### src/rtl/ddr_pwr_pkg.sv
package ddr_pwr_pkg;

    typedef enum logic [2:0] {
        C_NOP = 3'd0,
        C_REF = 3'd1,
        C_SRE = 3'd2,
        C_SRX = 3'd3,
        C_PDE = 3'd4,
        C_PDX = 3'd5
    } mcmd_e;

    typedef enum logic [1:0] {
        K_ACT   = 2'd0,
        K_MRS   = 2'd1,
        K_READ  = 2'd2,
        K_OTHER = 2'd3
    } rkind_e;

    typedef enum logic [1:0] {
        S_RUN  = 2'd0,
        S_SR   = 2'd1,
        S_PD   = 2'd2,
        S_WAKE = 2'd3
    } pstate_e;

    localparam int TI_REFI = 0;
    localparam int TI_RFC  = 1;
    localparam int TI_SNR  = 2;
    localparam int TI_SRD  = 3;
    localparam int TI_WAKE = 4;
    localparam int NT      = 5;

endpackage

### src/rtl/ddr_cdown.sv
module ddr_cdown #(
    parameter int CW      = 8,
    parameter int RST_VAL = 0
) (
    input  logic          clk,
    input  logic          rst_n,
    input  logic          load,
    input  logic [CW-1:0] load_val,
    input  logic          en,
    output logic [CW-1:0] cnt
);

    logic [CW-1:0] cnt_d, cnt_q;

    always_comb begin
        cnt_d = cnt_q;
        if (load) begin
            cnt_d = load_val;
        end else if (en && (cnt_q != '0)) begin
            cnt_d = cnt_q - CW'(1);
        end
    end

    always_ff @(posedge clk) begin
        if (!rst_n) begin
            cnt_q <= CW'(RST_VAL);
        end else begin
            cnt_q <= cnt_d;
        end
    end

    assign cnt = cnt_q;

endmodule

### src/rtl/ddr_pwr_seq.sv
module ddr_pwr_seq
    import ddr_pwr_pkg::*;
#(
    parameter int CLK_PS  = 5000,
    parameter int REFI_PS = 7_800_000,
    parameter int T_RFC   = 14,
    parameter int T_SNR   = 15,
    parameter int T_SRD   = 200,
    parameter int T_PDEX  = 1
) (
    input  logic       clk,
    input  logic       rst_n,
    input  logic       req_valid,
    input  logic [1:0] req_kind,
    output logic       req_ready,
    input  logic       sr_req,
    input  logic       pd_req,
    output logic       clk_en_o,
    output logic [2:0] mem_cmd,
    output logic       bank_clr,
    output logic       lp_err
);

    localparam int REFI_CYC = REFI_PS / CLK_PS;
    localparam int MAX_A    = (REFI_CYC > T_SRD) ? REFI_CYC : T_SRD;
    localparam int MAX_B    = (T_RFC > T_SNR) ? T_RFC : T_SNR;
    localparam int MAX_C    = (MAX_A > MAX_B) ? MAX_A : MAX_B;
    localparam int MAXV     = (MAX_C > T_PDEX) ? MAX_C : T_PDEX;
    localparam int CW       = $clog2(MAXV + 1);

    typedef struct packed {
        pstate_e st;
        mcmd_e   cmd;
        logic    cke;
        logic    err;
        logic    bclr;
        logic    sr_h;
        logic    pd_h;
    } seq_s;

    seq_s r_q, r_d;

    logic [NT-1:0] ld, en, zr;
    logic [CW-1:0] lv  [NT];
    logic [CW-1:0] cnt [NT];

    for (genvar i = 0; i < NT; i++) begin : g_tmr
        ddr_cdown #(
            .CW      (CW),
            .RST_VAL ((i == TI_REFI) ? REFI_CYC - 1 : 0)
        ) u_t (
            .clk      (clk),
            .rst_n    (rst_n),
            .load     (ld[i]),
            .load_val (lv[i]),
            .en       (en[i]),
            .cnt      (cnt[i])
        );
        assign zr[i] = (cnt[i] == '0);
    end

    logic due, busy, rise, kind_ok;

    always_comb begin
        due  = zr[TI_REFI];
        busy = !zr[TI_RFC] || !zr[TI_SNR] || !zr[TI_SRD];
        rise = (sr_req && !r_q.sr_h) || (pd_req && !r_q.pd_h);
        case (rkind_e'(req_kind))
            K_ACT, K_MRS: kind_ok = zr[TI_RFC] && zr[TI_SNR];
            K_READ:       kind_ok = zr[TI_SRD];
            default:      kind_ok = zr[TI_SNR];
        endcase
    end

    always_comb begin
        r_d      = r_q;
        r_d.cmd  = C_NOP;
        r_d.err  = 1'b0;
        r_d.bclr = 1'b0;
        r_d.sr_h = sr_req;
        r_d.pd_h = pd_req;
        ld       = '0;
        for (int i = 0; i < NT; i++) begin
            lv[i] = '0;
        end
        en          = '1;
        en[TI_REFI] = (r_q.st != S_SR);
        req_ready   = 1'b0;

        case (r_q.st)
            S_RUN: begin
                if (rise && busy) begin
                    r_d.err = 1'b1;
                end
                if (due) begin
                    if (zr[TI_RFC] && zr[TI_SNR]) begin
                        r_d.cmd      = C_REF;
                        r_d.bclr     = 1'b1;
                        ld[TI_REFI]  = 1'b1;
                        lv[TI_REFI]  = CW'(REFI_CYC - 1);
                        ld[TI_RFC]   = 1'b1;
                        lv[TI_RFC]   = CW'(T_RFC);
                    end
                end else if (sr_req && !busy) begin
                    r_d.cmd = C_SRE;
                    r_d.cke = 1'b0;
                    r_d.st  = S_SR;
                end else if (pd_req && !busy) begin
                    r_d.cmd = C_PDE;
                    r_d.cke = 1'b0;
                    r_d.st  = S_PD;
                end else begin
                    req_ready = kind_ok;
                end
            end
            S_SR: begin
                if (!sr_req) begin
                    r_d.cmd     = C_SRX;
                    r_d.cke     = 1'b1;
                    r_d.st      = S_RUN;
                    ld[TI_SNR]  = 1'b1;
                    lv[TI_SNR]  = CW'(T_SNR);
                    ld[TI_SRD]  = 1'b1;
                    lv[TI_SRD]  = CW'(T_SRD);
                    ld[TI_REFI] = 1'b1;
                    lv[TI_REFI] = CW'(REFI_CYC - 1);
                end
            end
            S_PD: begin
                if (!pd_req || due) begin
                    r_d.cmd     = C_PDX;
                    r_d.cke     = 1'b1;
                    r_d.st      = S_WAKE;
                    ld[TI_WAKE] = 1'b1;
                    lv[TI_WAKE] = CW'(T_PDEX);
                end
            end
            default: begin
                if (cnt[TI_WAKE] <= CW'(1)) begin
                    r_d.st = S_RUN;
                end
            end
        endcase
    end

    always_ff @(posedge clk) begin
        if (!rst_n) begin
            r_q.st   <= S_RUN;
            r_q.cmd  <= C_NOP;
            r_q.cke  <= 1'b1;
            r_q.err  <= 1'b0;
            r_q.bclr <= 1'b0;
            r_q.sr_h <= 1'b0;
            r_q.pd_h <= 1'b0;
        end else begin
            r_q <= r_d;
        end
    end

    assign clk_en_o = r_q.cke;
    assign mem_cmd  = r_q.cmd;
    assign bank_clr = r_q.bclr;
    assign lp_err   = r_q.err;

    AST_SR_CKE_LOW: assert property (@(posedge clk) disable iff (!rst_n)
        (r_q.st == S_SR) |-> !clk_en_o);
    AST_PD_CKE_LOW: assert property (@(posedge clk) disable iff (!rst_n)
        (r_q.st == S_PD) |-> !clk_en_o);
    AST_RFC_BLOCK: assert property (@(posedge clk) disable iff (!rst_n)
        (mem_cmd == C_REF && req_kind inside {K_ACT, K_MRS}) |-> !req_ready);
    AST_SRX_NO_GRANT: assert property (@(posedge clk) disable iff (!rst_n)
        (mem_cmd == C_SRX) |-> !req_ready);
    AST_BCLR_AWAKE: assert property (@(posedge clk) disable iff (!rst_n)
        bank_clr |-> clk_en_o);
    AST_ERR_NO_ENTRY: assert property (@(posedge clk) disable iff (!rst_n)
        lp_err |-> !(mem_cmd inside {C_SRE, C_PDE}));
    AST_GRANT_AWAKE: assert property (@(posedge clk) disable iff (!rst_n)
        req_ready |-> clk_en_o);

endmodule

### config.mk
export PLATFORM = sky130hd
export DESIGN_NAME = ddr_pwr_seq
export DESIGN_NICKNAME = d
export VERILOG_FILES = /design/src/rtl/ddr_pwr_pkg.sv /design/src/rtl/ddr_cdown.sv /design/src/rtl/ddr_pwr_seq.sv
export SDC_FILE = /design/constraint.sdc
export NUM_CORES = 1
export LEC_CHECK = 0
export BUFFER_PORTS_ARGS = -buffer_cell sky130_fd_sc_hd__buf_2
export CAP_MARGIN = 25
export CORE_MARGIN = 3
export CORE_UTILIZATION = 55
export DETAILED_ROUTE_END_ITERATION = 10
export PLACE_DENSITY = 0.71
export REMOVE_ABC_BUFFERS = 1
export SLEW_MARGIN = 20
export SYNTH_ARGS = -nofsm -noshare
export SYNTH_HDL_FRONTEND = slang
export SYNTH_SLANG_ARGS = --single-unit
### constraint.sdc
create_clock -name clk -period 3.15 [get_ports clk]
set_input_delay 0.1575 -clock clk [delete_from_list [all_inputs] [get_ports clk]]
set_output_delay 0.1575 -clock clk [all_outputs]
set_load 0.05 [all_outputs]
==> flow_results.org, run 1 <==
** Outcome
- Run status :: finished, final reports clean

** Run
- Across the run, the number of max-cap violations was 0.

** Placement
- Buffers placed on the I/O ports in this run total 12.
- Count of placed standard cells including taps :: 442
- At the end of routability-driven placement, the weighted congestion stood at 0.8306.
- Summed over all nets, the half-perimeter wirelength after detailed placement is 4.452 mm.

** Routing
- In the detailed route, the total length drawn on met2 is 3.037 mm.
- The first detailed-routing pass took 4 iterations.
- Sum of routed wire length over all layers :: 6.456 mm
- After detailed routing, the met3 layer carries 149 µm of wire.
- Via count :: 2656
- The detailed router put a total of 3.150 mm of wire on met1.
- Post-detailed-route wirelength per cell :: 14.00 µm
- In this run, the number of DRC markers left after iteration 0 of detailed routing was 115.
- Highest metal used :: met4
- In the routed design, unresolved DRC markers number 0.
- Mean number of vias per cell :: 5.761
- In this run the remaining antenna-violating nets after routing total 0.

** Floorplan
- Initial core utilization :: 57.43%
- Number of I/O pins :: 14
- The die is 82.06 µm tall.
- Standard-cell rows :: 27
- The die covers 6734 µm².
- Die width :: 82.06 µm
- CORE AREA :: 5540 µm²

** Critical path
- The worst setup path is captured at a primary output.
- Critical path class :: reg2out
- Critical Path Fanout Max :: 7
- For the worst setup path, the data required time is 2.99 ns.
- Worst stage delay on the critical path :: 0.59 ns
- Cell-by-cell listing of the critical path :: inv_1 -> ha_1 -> or4b_4 -> or4_4 -> nor2_1 -> o211ai_1 -> a221oi_2 -> buf_6
- Type of origin of the critical path :: flip-flop
- Standard cell with the maximum stage delay on the critical path :: or4_4
- WP data arrival :: 2.74 ns

** Global route
- Global-route wire length before repair :: 10.98 mm
- The number of antenna violations at the first check in global routing came to 0.
- For this run the aggregate overflow at the end of global routing stands at 0.
- Entering global routing, the biggest net connects 17 pins.
- Vias in the first global route :: 2488
- Global routing used 21.14% of the available tracks across all layers.

** Synth
- Share of Yosys cell area claimed by the top area cell type :: 40.90%
- The synthesized design spends more area on one cell type than any other, namely dfxtp_1.
- Count of cell types in the netlist :: 50
- Most instantiated flip-flop cell in the synthesis netlist :: dfxtp_1
- After synthesis, the share of flip-flops with an asynchronous set or reset is 0%.
- In this run, synthesis produced a sequential element count of 65.
- In this run, synthesis inferred 0 flip-flops with an integrated enable.
- In this run the mean area of a mapped cell was 8.646 µm².
- In this run the cell area of the synthesized design comes to 3182 µm².
- Register area share after synthesis :: 40.90%
- Counting every instance in the synthesized netlist gives 368.
- By area the synthesized netlist is led by dfxtp_1 41%, nor2_1 5.9%, xor2_1 5.2%, a21oi_1 4.1%, ha_1 3.9%.
- The Yosys step of the flow raised 0 warnings.

** Pwr
- For this design the static power due to leakage is 1.413 nW.
- Logic pwr share :: 44.9%
- The completed layout was analyzed and its total power is 3.637 mW.
- The internal power of the cells totals 2.223 mW.
- Power per cell area :: 1026 nW/µm²
- Sequential cells account for 34.9% of the total power.
- VDD IR-drop max :: 0.5195 mV
- Switching portion of total power :: 38.89%
- Clock power frac :: 20.3%
- The analysis attributes to net switching a power of 1.414 mW.

** CTS
- Clock latency on the worst-skew pair, taken at its later pin, is 0.34 ns.
- The tree is rooted in a clkbuf_8.
- The clock drives 65 sinks.
- Clock transition at path regs :: 0.07 ns
- H-tree depth :: 3
- TritonCTS built the clock tree.
- # hold bufs at CTS :: 0
- In this run, CTS created clock tree buffers numbering 9.
- Number of buffers on the longest clock path :: 2

** STA
- The max-slew violation count is 0.
- Total Neg Setup Slack :: 0 ns
- For the pin with the worst max-slew slack, the measured transition is 0.8719 ns.
- Fmax :: 345.1 MHz
- Slew margin rel. :: 41.12%
- Final worst path period share :: 92.00%
- Layout Skew :: 0.008447 ns
- Setup repair after global routing missed its margin :: false
- The total count of hold-check failures in the final report was 0.
- The worst path in the final design needs a cycle of 2.898 ns, including I/O delays and setup.
- Final setup violation count :: 0

** Layout
- Ant diodes :: 0
- Share of final-layout standard cells stronger than drive strength 1 :: 13.11%
- At the end of the flow, the number of nets in the layout was 401.
- Multi-input combinational cell area :: 1755 µm²
- For this run, the number of standard cells in the final layout without fillers is 461.
- Area taken by flip-flops and latches :: 1301 µm²
- At the end of the flow the core is filled with cells to 63.98%.
- Area added between synthesis and finish :: 11.40%
- Number of fill cells :: 487

** Worst hold path
- Class of the most critical hold timing path :: in2reg
## per-stage QoR
step / setup WS [ns] / hold WS [ns] / area [µm²]
floorplan: -0.1119 / 0.2750 / 3097
finish: 0.2521 / 0.1409 / 3545
global route: 0.1310 / 0.1244 / 3545
detailed placement: 0.3424 / 0.4526 / 3292
CTS: 0.04013 / 0.1229 / 3508
global placement: 0.3822 / 0.4517 / 3292
## cell type report
class / instances / area share, %
Multi-Input combinational cell: 272 / 49.52
Sequential cell: 65 / 36.71
Clock buffer: 14 / 4.871
Timing Repair Buffer: 21 / 3.777
Tap cell: 72 / 2.541
Inverter: 15 / 1.588
Clock inverter: 2 / 0.9884
## critical path: cells and delay by family (launching register included)
kind | cells | cell delay, ns
DFF | 1 | 0.32
AOI/OAI and AO/OA | 2 | 0.35
adders and majority gates | 1 | 0.20
buffers and inverters | 2 | 0.32
and+or+nand+nor | 3 | 1.22
## worst paths after layout
kind | startpoint | end | slack [ns] | cells after the start
setup / recovery | g_tmr[2].u_t.cnt[0] | req_ready | 0.25 | 8
hold / removal | pd_req | r_q[0] | 0.14 | 3
setup reg to reg | g_tmr[0].u_t.cnt[0] | g_tmr[0].u_t.cnt[1] | 0.29 | 7
hold reg to reg | clk_en_o | clk_en_o | 0.46 | 1
## power groups by stage
| stage | Clock (mW) | Sequential (mW) | Combinational [mW] |
|---|---|---|---|
| floorplan | 0 | 1.24 | 1.25 |
| global placement | 0 | 1.27 | 1.51 |
| detailed placement | 0 | 1.28 | 1.55 |
| CTS | 0.756 | 1.26 | 1.58 |
| global route | 0.796 | 1.30 | 1.85 |
| finish | 0.738 | 1.27 | 1.63 |
## per-layer routing
metal / vias to the layer above / global-route usage (%)
li1: 1362 / -
met1: 1249 / 25.81
met2: 34 / 35.46
met3: 11 / 4.057
met4: 0 / 10.30
met5: - / 0
## timing repair
item                       4_1_cts  5_1_grt
pin swaps                        0        1
setup endpoints to repair        1        1
setup buffers                    0        3
hold endpoints to repair         0        0
gates resized for setup          2        3
## cells in the final DEF, fill, tap and decap left out, drive strengths merged, types with 9 or more instances in the layout
master / n
nand2: 17
nor3: 12
nor4: 13
dfxtp: 65
a21oi: 26
buf: 21
clkbuf: 14
ha: 10
nand3: 14
nor2: 50
or4: 15
inv: 15
xnor2: 9
xor2: 19
## kinds of logic (layout without fill, tap and decap cells)
family	Yosys count	count (layout)	share of synthesized area [%]
simple gates	169	169	29.69
flops	65	65	40.90
xor+xnor	28	28	7.708
mux	2	2	0.6685
fa+ha+maj	10	10	3.932
compound gates	63	63	12.66
buf+inv	31	52	4.443
## registers in the layout, summed over array words and instances (netlist names)
register	flops
g_tmr.u_t.cnt	55
r_q	4
mem_cmd	3
bank_clr	1
clk_en_o	1
lp_err	1
## synthesized netlist by cell type (8+ instances only)
cell type / number
dfxtp_1: 65
nor2_1: 50
a21oi_1: 26
xor2_1: 19
nand2_1: 16
inv_1: 15
nand3_1: 13
or4_1: 13
nor4_1: 12
nor3_1: 11
ha_1: 10
clkbuf_1: 9
xnor2_1: 9
nand4_1: 8
nor2b_1: 8
o21ai_0: 8
or3_1: 8
(Power assumes the default switching activity.)
==> inputs of run 2 (changes only) <==
Settings changed: SYNTH_HIERARCHICAL set to 1.
==> run 2 against run 1 <==
  * Clock power about the same
  * Hold slack got worse by 0.023 ns
  * Clock-buffer cell count unchanged
  * Synthesized area increased by 26%
  * Sequential power increased by 19%
  * Wire length increased by 36%
  * Register-to-register slack improved by 0.09 ns
  * Clock skew increased by 0.00084 ns
  * Maximum frequency increased by 4.5%
  * Critical path type is now reg2reg
  * Critical endpoint is now g_tmr[0].u_t/cnt[4]
==> flow_results.org, run 2 <==
** Placement
- Number of I/O port buffers :: 12 (unchanged)
- Routability congestion estimate :: 0.8689 (was 0.8306)
- The worst slack after detailed placement is 0.4213 ns (was 0.3424 ns).
- Placed cell area :: 4278 µm² (was 3292 µm²)
- DP Wirelength :: 5.861 mm (was 4.452 mm)

** Routing
- The number of vias per cell is 5.798 (was 5.761).
- The first-pass iteration count of the detailed router was 4 (unchanged).
- The detailed-route via count came to 3618 (was 2656).
- Count of unresolved DRC violations after routing :: 0 (unchanged)
- The number of nets still failing antenna checks after routing is 0 (unchanged).
- DRT iter0 DRCs :: 180 (was 115)
- The total length of routed wires came to 8.756 mm (was 6.456 mm).
- The per-cell routed wire length came to 14.03 µm (was 14.00 µm).

** Pwr
- The total design power is 4.633 mW (was 3.637 mW).
- The leakage component of the power came to 1.705 nW (was 1.413 nW).
- The areal power density over the cells was 1032 nW/µm² (was 1026 nW/µm²).
- The maximum vdd ir drop came to 0.4320 mV (was 0.5195 mV).

** Layout
- The share of final-layout standard cells stronger than drive strength 1 is 12.12% (was 13.11%).
- Leading cell types in the layout, fill and taps excluded :: 65 x dfxtp_1, 50 x conb_1, 30 x nand2_1 (was 65 x dfxtp_1, 50 x nor2_1, 26 x a21oi_1)
- The total inserted antenna cells was 0 (unchanged).
- Final cell area excluding filler cells :: 4488 µm² (was 3545 µm²)
- The largest register by flop count was g_tmr.u_t/cnt (was g_tmr.u_t.cnt).
- The share of the core filled with cells is 64.63% (was 63.98%).
- The number of flip-flops under the largest register name is 55 (unchanged).
- Final net count :: 535 (was 401)
- The area taken by flip-flops and latches was 1301 µm² (unchanged).
- The most common cell after layout, fill and taps aside was dfxtp_1 (unchanged).
- Multi-input combinational cell area :: 2673 µm² (was 1755 µm²)
- The number of filler cells placed in the layout was 637 (was 487).
- Area added between synthesis and finish :: 11.85% (was 11.40%)

** CTS
- The clock tree root buffer cell is clkbuf_8 (unchanged).
- The count of buffers added by post-CTS timing repair for setup came to 0 (unchanged).
- The clock tree from TritonCTS is yes (unchanged).
- # hold bufs at CTS :: 0 (unchanged)
- The insertion delay to the later sink of the worst-skew pair is 0.34 ns (about the same).
- The number of clock buffers inserted by TritonCTS is 9 (unchanged).
- The number of gates given a new drive strength after cts is 0 (was 2).
- The total number of H-tree levels came to 3 (unchanged).
- Number of buffers on the longest clock path :: 2 (unchanged)
- Clock Sinks :: 65 (unchanged)
- The clock transition at the registers of the reported paths came to 0.07 ns (about the same).

** STA
- Pins over their slew limit :: 0 (unchanged)
- Fmax :: 360.6 MHz (was 345.1 MHz)
- Worst-Margin Slew :: 0.6461 ns (was 0.8719 ns)
- Total count of hold-check failures in the final report :: 0 (unchanged)
- PnR worst setup slack :: 0.3769 ns (was 0.2521 ns)
- Final worst path period share :: 88.04% (was 92.00%)
- The time the worst path needs with I/O delays and setup is 2.773 ns (was 2.898 ns).
- Setup repair after global routing missed its margin: false (unchanged).
- The final total negative setup slack is 0 ns (unchanged).
- Slew margin rel. :: 56.53% (was 41.12%)
- Layout Skew :: 0.009282 ns (was 0.008447 ns)
- The final setup violation count is 0 (unchanged).

** Global route
- The global-route total usage across every layer was 21.84% (was 21.14%).
- Global-route wire length before repair :: 15.13 mm (was 10.98 mm)
- Vias in the first global route :: 3342 (was 2488)
- Pin count of the biggest net entering global routing :: 67 (was 17)
- Number of antenna violations at the first check in global routing :: 0 (unchanged)
- The overall overflow remaining after global route is 0 (unchanged).

** Synth
- The area of the mapped netlist came to 4013 µm² (was 3182 µm²).
- The number of flip-flops and latches in the synthesized netlist was 65 (unchanged).
- The most frequently used cell type in the post-synthesis netlist is dfxtp_1 (unchanged).
- Top cells by area in the synthesized netlist :: dfxtp_1 32%, o21ai_0 3.6%, xnor2_1 3.5%, a21oi_1 3.1%, nor4_2 3.1% (was dfxtp_1 41%, nor2_1 5.9%, xor2_1 5.2%, a21oi_1 4.1%, ha_1 3.9%)
- The number of warning messages in the yosys log came to 6 (was 0).
- Most instantiated flip-flop cell in the synthesis netlist :: dfxtp_1 (unchanged)
- The number of flops mapped to enable cells by yosys came to 0 (unchanged).
- The cell taking the most area after synthesis is dfxtp_1 (unchanged).
- The gate count after technology mapping was 467 (was 368).
- Async S/R FF share, synth :: 0% (unchanged)
- Count of cell types in the netlist :: 61 (was 50)
- Mean instance size in the synthesized netlist :: 8.592 µm² (was 8.646 µm²)
- The top cell type's share of synthesized area came to 32.43% (was 40.90%).
- Top cells by instance count after synthesis: 65 x dfxtp_1, 30 x nand2_1, 29 x o21ai_0 (was 65 x dfxtp_1, 50 x nor2_1, 26 x a21oi_1).
- The part of the Yosys area used for sequential elements came to 32.43% (was 40.90%).

** Worst hold path
- Class of the most critical hold timing path :: in2reg (unchanged)

** Floorplan
- Standard-cell rows :: 30 (was 27)
- CORE AREA :: 6944 µm² (was 5540 µm²)
- Die Y :: 91.42 µm (was 82.06 µm)
- Initial core utilization :: 57.78% (was 57.43%)
- Die width :: 91.42 µm (was 82.06 µm)
- The overall die area came to 8357 µm² (was 6734 µm²).
- Number of I/O pins :: 14 (unchanged)

** Critical path
- Type of origin of the critical path :: flip-flop (unchanged)
- Critical Path Fanout Max :: 19 (was 7)
- R2r setup slk :: 0.38 ns (was 0.29 ns)
- The kind of critical path is reg2reg (was reg2out).
- The critical path's largest stage delay is 0.47 ns (was 0.59 ns).
- Standard cell with the maximum stage delay on the critical path :: clkinv_1 (was or4_4)
- Count of buffering cells on the critical path with inverters included :: 1 (was 2)
- Cell-by-cell listing of the critical path :: nor4_1 -> nand3_1 -> nor2_1 -> and3_1 -> or2_2 -> clkinv_1 -> nand3_1 -> nor4_1 -> a311oi_1 (was inv_1 -> ha_1 -> or4b_4 -> or4_4 -> nor2_1 -> o211ai_1 -> a221oi_2 -> buf_6)
- Category of the worst setup path capture point :: flip-flop (was primary output)
- The critical path data required time was 3.39 ns (was 2.99 ns).
- The largest delay contributor family on the critical path is simple AND/OR/NAND/NOR gates (unchanged).
- The critical path arrival came to 3.01 ns (was 2.74 ns).

** Run
- Max-cap violation count :: 0 (unchanged)

** Outcome
- Run status :: finished, final reports clean (unchanged)
[run 2: cell types whose count changed in the layout (fill, tap and decap cells not counted), moves of 8 or more]
cell	previous run	this run
and2_1	0	8
nand2_1	16	30
o21ai_1	0	13
nor4_2	0	10
a31oi_1	3	18
o21ai_0	8	29
xor2_1	19	0
conb_1	0	50
nor2_1	50	24
inv_1	15	26
[run 2: routing by layer]
layer  vias to the layer above  global-route usage (%)  share of wire, %
met5                         -                       0                 0
met4                         0                   6.658               1.1
met3                        10                   4.888               3.9
met2                        63                   37.43                49
met1                      1684                   27.12                46
li1                       1861                       -                 -
[run 2: stage by stage]
stage	hold WS [ns]	cells
CTS	0.09245	624
global placement	0.4286	608
floorplan	0.2375	497
detailed placement	0.4351	608
global route	0.1240	624
finish	0.1174	624
[run 2: power by group]
group / total (mW) / switching (mW) / internal [mW]
logic: 2.38 / 1.30 / 1.08
registers: 1.51 / 0.408 / 1.10
clock network: 0.741 / 0.311 / 0.430
[run 2: cell families after synthesis]
group                      count (synthesis)  synth area share (%)
buffers and inverters                     45                 5.456
muxes                                      7                 1.902
other                                      2                0.1872
xor gates and xnor gates                  16                 3.492
DFF                                       65                 32.43
and+or+nand+nor                          181                 28.38
AOI/OAI and AO/OA                        146                 26.60
adders and majority gates                  5                 1.559
[run 2: cell type report]
class | count | area share, %
clock inverters | 2 | 0.7806
clock buffers | 14 | 3.847
well taps | 96 | 2.676
flip-flops and latches | 65 | 28.99
repair buffers | 15 | 1.896
multi-input cells | 405 | 59.55
inverters | 27 | 2.258
[run 2: worst paths after layout]
kind | from | endpoint | depth (start not counted)
worst max-delay path | g_tmr[1].u_t/cnt[6] | g_tmr[0].u_t/cnt[4] | 9
worst min-delay path | pd_req | r_q[0] | 2
worst max register to register | g_tmr[1].u_t/cnt[6] | g_tmr[0].u_t/cnt[4] | 9
worst min register to register | g_tmr[0].u_t/cnt[5] | g_tmr[0].u_t/cnt[5] | 2
